**src/rtl/clkdiv_pkg.sv**
```systemverilog
package clkdiv_pkg;

  typedef logic [1:0] rate_shift_t;

  // Gray-ordered select code to a power-of-two multiplier exponent.
  function automatic rate_shift_t decode_rate(input logic sel_a, input logic sel_b);
    rate_shift_t sh;
    unique case ({sel_a, sel_b})
      2'b00:   sh = 2'd3;
      2'b01:   sh = 2'd2;
      2'b11:   sh = 2'd1;
      default: sh = 2'd0;
    endcase
    return sh;
  endfunction

endpackage

```
**src/rtl/clkdiv_sync.sv**
```systemverilog
module clkdiv_sync #(
  parameter int WIDTH  = 1,
  parameter int STAGES = 2
) (
  input  logic             clk_i,
  input  logic             rst_i,
  input  logic [WIDTH-1:0] d_i,
  output logic [WIDTH-1:0] q_o
);

  logic [WIDTH-1:0] stage_q [STAGES];

  for (genvar s = 0; s < STAGES; s++) begin : g_stage
    if (s == 0) begin : g_first
      always_ff @(posedge clk_i) begin
        if (rst_i) stage_q[s] <= '0;
        else       stage_q[s] <= d_i;
      end
    end else begin : g_next
      always_ff @(posedge clk_i) begin
        if (rst_i) stage_q[s] <= '0;
        else       stage_q[s] <= stage_q[s-1];
      end
    end
  end

  assign q_o = stage_q[STAGES-1];

endmodule

```
**src/rtl/clkdiv_level_timer.sv**
```systemverilog
module clkdiv_level_timer #(
  parameter int CNT_W    = 6,
  parameter int RST_SPAN = 8
) (
  input  logic             clk_i,
  input  logic             rst_i,
  input  logic             load_i,
  input  logic [CNT_W-1:0] load_val_i,
  output logic             expired_o
);

  logic [CNT_W-1:0] cnt_q;

  // Counts down to zero and then holds; a load restarts a level.
  always_ff @(posedge clk_i) begin
    if (rst_i)                cnt_q <= CNT_W'(RST_SPAN - 1);
    else if (load_i)          cnt_q <= load_val_i;
    else if (cnt_q != '0)     cnt_q <= cnt_q - 1'b1;
  end

  assign expired_o = (cnt_q == '0);

endmodule

```
**src/rtl/clkdiv_phase_ctrl.sv**
```systemverilog
module clkdiv_phase_ctrl
  import clkdiv_pkg::*;
#(
  parameter int UNIT_CYC = 8,
  parameter int CNT_W    = 6
) (
  input  logic             clk_i,
  input  logic             rst_i,
  input  logic             expired_i,
  input  logic             run_s_i,
  input  rate_shift_t      shift_s_i,
  output logic             load_o,
  output logic [CNT_W-1:0] load_val_o,
  output logic             phase_o
);

  logic        phase_q, phase_d;
  logic        active_q, active_d;
  rate_shift_t shift_q, shift_d;

  function automatic logic [CNT_W-1:0] span_m1(input rate_shift_t sh);
    return CNT_W'((UNIT_CYC << sh) - 1);
  endfunction

  always_comb begin
    phase_d    = phase_q;
    active_d   = active_q;
    shift_d    = shift_q;
    load_o     = 1'b0;
    load_val_o = span_m1(shift_q);
    if (expired_i) begin
      if (active_q && phase_q) begin
        // High level done: low level of the same rate.
        phase_d = 1'b0;
        load_o  = 1'b1;
      end else if (run_s_i) begin
        // Low level done (or idle): new rate takes effect here only.
        phase_d    = 1'b1;
        active_d   = 1'b1;
        shift_d    = shift_s_i;
        load_o     = 1'b1;
        load_val_o = span_m1(shift_s_i);
      end else begin
        active_d = 1'b0;
      end
    end
  end

  always_ff @(posedge clk_i) begin
    if (rst_i) begin
      phase_q  <= 1'b0;
      active_q <= 1'b0;
      shift_q  <= 2'd3;
    end else begin
      phase_q  <= phase_d;
      active_q <= active_d;
      shift_q  <= shift_d;
    end
  end

  assign phase_o = phase_q;

endmodule

```
**src/rtl/card_clk_divider.sv**
```systemverilog
module card_clk_divider
  import clkdiv_pkg::*;
#(
  parameter int UNIT_CYC    = 8,
  parameter int SYNC_STAGES = 2
) (
  input  logic clk_i,
  input  logic rst_i,
  input  logic rate_a_i,
  input  logic rate_b_i,
  input  logic run_i,
  output logic card_clk_o
);

  localparam int MAX_SHIFT = 3;
  localparam int CNT_W     = $clog2(UNIT_CYC << MAX_SHIFT);

  logic [2:0]       raw_in, sync_out;
  logic             run_s;
  rate_shift_t      shift_s;
  logic             load;
  logic [CNT_W-1:0] load_val;
  logic             expired;

  assign raw_in = {run_i, rate_a_i, rate_b_i};

  clkdiv_sync #(.WIDTH(3), .STAGES(SYNC_STAGES)) sync_i (
    .clk_i (clk_i),
    .rst_i (rst_i),
    .d_i   (raw_in),
    .q_o   (sync_out)
  );

  assign run_s   = sync_out[2];
  assign shift_s = decode_rate(sync_out[1], sync_out[0]);

  clkdiv_level_timer #(.CNT_W(CNT_W), .RST_SPAN(UNIT_CYC)) timer_i (
    .clk_i      (clk_i),
    .rst_i      (rst_i),
    .load_i     (load),
    .load_val_i (load_val),
    .expired_o  (expired)
  );

  clkdiv_phase_ctrl #(.UNIT_CYC(UNIT_CYC), .CNT_W(CNT_W)) ctrl_i (
    .clk_i      (clk_i),
    .rst_i      (rst_i),
    .expired_i  (expired),
    .run_s_i    (run_s),
    .shift_s_i  (shift_s),
    .load_o     (load),
    .load_val_o (load_val),
    .phase_o    (card_clk_o)
  );

endmodule

```
**config.mk**
```make
export PLATFORM = sky130hd
export DESIGN_NAME = card_clk_divider
export DESIGN_NICKNAME = d
export VERILOG_FILES = /design/src/rtl/clkdiv_pkg.sv /design/src/rtl/clkdiv_sync.sv /design/src/rtl/clkdiv_level_timer.sv /design/src/rtl/clkdiv_phase_ctrl.sv /design/src/rtl/card_clk_divider.sv
export SDC_FILE = /design/constraint.sdc
export NUM_CORES = 1
export LEC_CHECK = 0
export BUFFER_PORTS_ARGS = -buffer_cell sky130_fd_sc_hd__clkbuf_2
export CORE_ASPECT_RATIO = 1.75
export CORE_UTILIZATION = 31
export CTS_CLUSTER_SIZE = 30
export DETAILED_ROUTE_END_ITERATION = 7
export PLACE_DENSITY = 0.49
export SETUP_SLACK_MARGIN = 0.1
export SYNTH_ARGS = -nofsm -noshare
export SYNTH_HDL_FRONTEND = slang
export SYNTH_SLANG_ARGS = --single-unit
```
**constraint.sdc**
```tcl
create_clock -name clk_i -period 4.3 [get_ports clk_i]
set_clock_uncertainty 0.1 [all_clocks]
set_input_delay 0.86 -clock clk_i [delete_from_list [all_inputs] [get_ports clk_i]]
set_output_delay 0.86 -clock clk_i [all_outputs]
set_load 0.03 [all_outputs]
```
==> results.md <==
- Status: finished clean
- GRT Resource Usage Total: 14.2%
- Max-cap violations: 0
- Largest net degree at the start of global routing: 18
- Total grt overflow: 0
- Synth Instances: 82
- Avg Inst Size Synth: 8.99 µm²
- Layout area overhead: 13.2%
- H-tree depth: 1
- PD cells: 365 nW/µm²
- DR DRC count: 0
- Die footprint: 2580 µm²
- Worst-margin pin slew: 0.718 ns
- Number of I/O pins: 6
- CTS root buf: clkbuf_8
- Syn_nets: 93
- # nets final: 100
- Final Hold Fails: 0
- Clock tree buffer depth: 2
- CTS sink cnt: 16
- Setup TNS: 0 ns
- Sequential cell area fraction in the yosys report: 43.5%
- Final min period: 2.31 ns
- Chip width: 38.9 µm
- Hold buffers post-CTS: 0
- First-pass GRT wire length: 2.59 mm
- P_leak: 0.000326 µW
- Initial antenna violation count: 0
- Synth Flop Type: dfxtp_1
- Netlist cell types: 29
- DR vias: 586
- Max frequency: 0.434 GHz
- Hold Path Class: register to register
- Total CTS buffers: 3
- CTS resizes: 0
- Yosys reg bits: 16
- Die Y: 66.5 µm
- EDFF count, synth: 0
- Synth area leaders: dfxtp_1, ha_1, nor2b_1, a21oi_1, nor3_1
- Headroom to the max-slew limit: 51.8%
- Drt wl/cell: 12.7 µm
- Non-Filler Instances: 113
- Post-synth top area share: 43.5%
- DPL Wire Length: 1.12 mm
- Dominant cell type by area after synthesis: dfxtp_1
- Slew Viols, Final: 0
- Cell count after placement: 109
- Num rows: 23
- Yosys warnings: 0
- Crit. End Element: register
- Worst-path clk slew: 0.06 ns
- Vias in the first global route: 605
- Setup crit start kind: register
- Critical Path AT: 2.35 ns
- CP Max Fanout: 7
- VDD IR max: 209 µV
- Initial Util: 32.4%
- DR iter-0 viols: 15
- Routed Antenna Nets: 0
- Vias/cell: 5.19
- RSZ-0062 raised after global routing: no
- FFs w/ async S/R, synth: 0%
- First drt pass iteration count: 2
- Setup violators final: 0
- Final period util: 53.6%
- Synthesized area: 737 µm²
- Post CTS Setup Buffer Count: 0
- Final WS setup: 1.99 ns
- Buffers on Ports: 5
- Setup CP Type: register to register
- Clock latency on the worst-skew pair: 0.24 ns
- N_diodes: 0
- Area of the core: 2270 µm²
- Final wirelength: 1.44 mm
- CTS tree: built
- Setup WS pre-CTS: 2.00 ns
- Req. time, crit path: 4.34 ns
- GP Congestion: 0.773
- Share of layout cells above drive strength 1: 13.6%
synth_stat cells (2+ instances only):
| library cell | number |
|---|---|
| dfxtp_1 | 16 |
| a21oi_1 | 7 |
| ha_1 | 6 |
| nand2_1 | 6 |
| nor2b_1 | 6 |
| inv_1 | 5 |
| nor2_1 | 5 |
| nor3_1 | 5 |
| nand3_1 | 4 |
| a211o_1 | 2 |
| o21ai_0 | 2 |
cells in the final DEF (no fill, tap or decap), types with 2 or more instances in the layout:
cell      instances
dfxtp_1          16
a211o_1           2
inv_1             5
nor3_1            5
nand2_1           6
clkbuf_8          4
ha_1              6
nor2b_1           6
clkbuf_2          5
nand3_1           4
o21ai_0           2
nor2_1            5
a21oi_1           7
routing by layer:
layer	up-vias	wire length, µm	global-route usage (%)
li1	296	-	-
met1	283	558	14.9
met2	5	855	26.0
met3	2	15	2.00
met4	0	10	6.47
met5	-	0	0
power breakdown:
part | leakage (µW) | total (µW) | internal (µW) | switching [µW]
registers | 0.000131 | 158 | 154 | 4.17
logic | 0.000167 | 18.1 | 8.42 | 9.71
clock network | 0.0000288 | 129 | 81.0 | 48.0
total | 0.000326 | 305 | 243 | 61.9
state kept, by name, indices dropped and copies added (netlist names):
signal / count
ctrl_i.shift_q: 2
sync_i.stage_q: 6
ctrl_i.phase_o: 1
timer_i.cnt_q: 6
ctrl_i.active_q: 1
area by class of cell:
| cell class | instances | area, µm² |
|---|---|---|
| clock buffers | 4 | 55.1 |
| fillers | 240 | 1440 |
| inverters | 5 | 18.8 |
| multi-input cells | 58 | 384 |
| flip-flops and latches | 16 | 320 |
| well taps | 25 | 31.3 |
| repair buffers | 5 | 25.0 |
kinds of logic (layout without fill, tap and decap cells):
group,after synthesis,in the layout,share of synthesized area [%]
simple gates,32,32,22.9
xor+xnor,2,2,2.38
buf+inv,8,14,4.41
flops,16,16,43.5
fa+ha+maj,6,6,10.2
mux,1,1,1.36
compound gates,17,17,15.3
critical path, cell delays in order (launching register included):
cell and delay (ns):
dfxtp_1 0.32, inv_1 0.08, ha_1 0.18, or3b_4 0.40, or3_1 0.44, or4_1 0.51, a21o_1 0.18
path summary, 6_finish.rpt:
path	start	to	slack (ns)	cells past startpoint
max	timer_i.cnt_q[0]	timer_i.cnt_q[1]	1.99	6
min	sync_i.stage_q[0][2]	sync_i.stage_q[1][2]	0.35	1
max reg2reg	timer_i.cnt_q[0]	timer_i.cnt_q[1]	1.99	6
min reg2reg	sync_i.stage_q[0][2]	sync_i.stage_q[1][2]	0.35	1
metrics by stage:
| stage | hold slack [ns] | cell area [µm²] | power (µW) | util [%] |
|---|---|---|---|---|
| after floorplan | 0.314 | 737 | 173 | - |
| after global placement | 0.328 | 779 | 179 | 34.3 |
| after detailed placement | 0.336 | 779 | 180 | 34.3 |
| after CTS | 0.352 | 835 | 310 | 36.7 |
| after global routing | 0.373 | 835 | 322 | 36.7 |
| final | 0.350 | 835 | 305 | 36.7 |
Power figures use the tool's default switching activity.
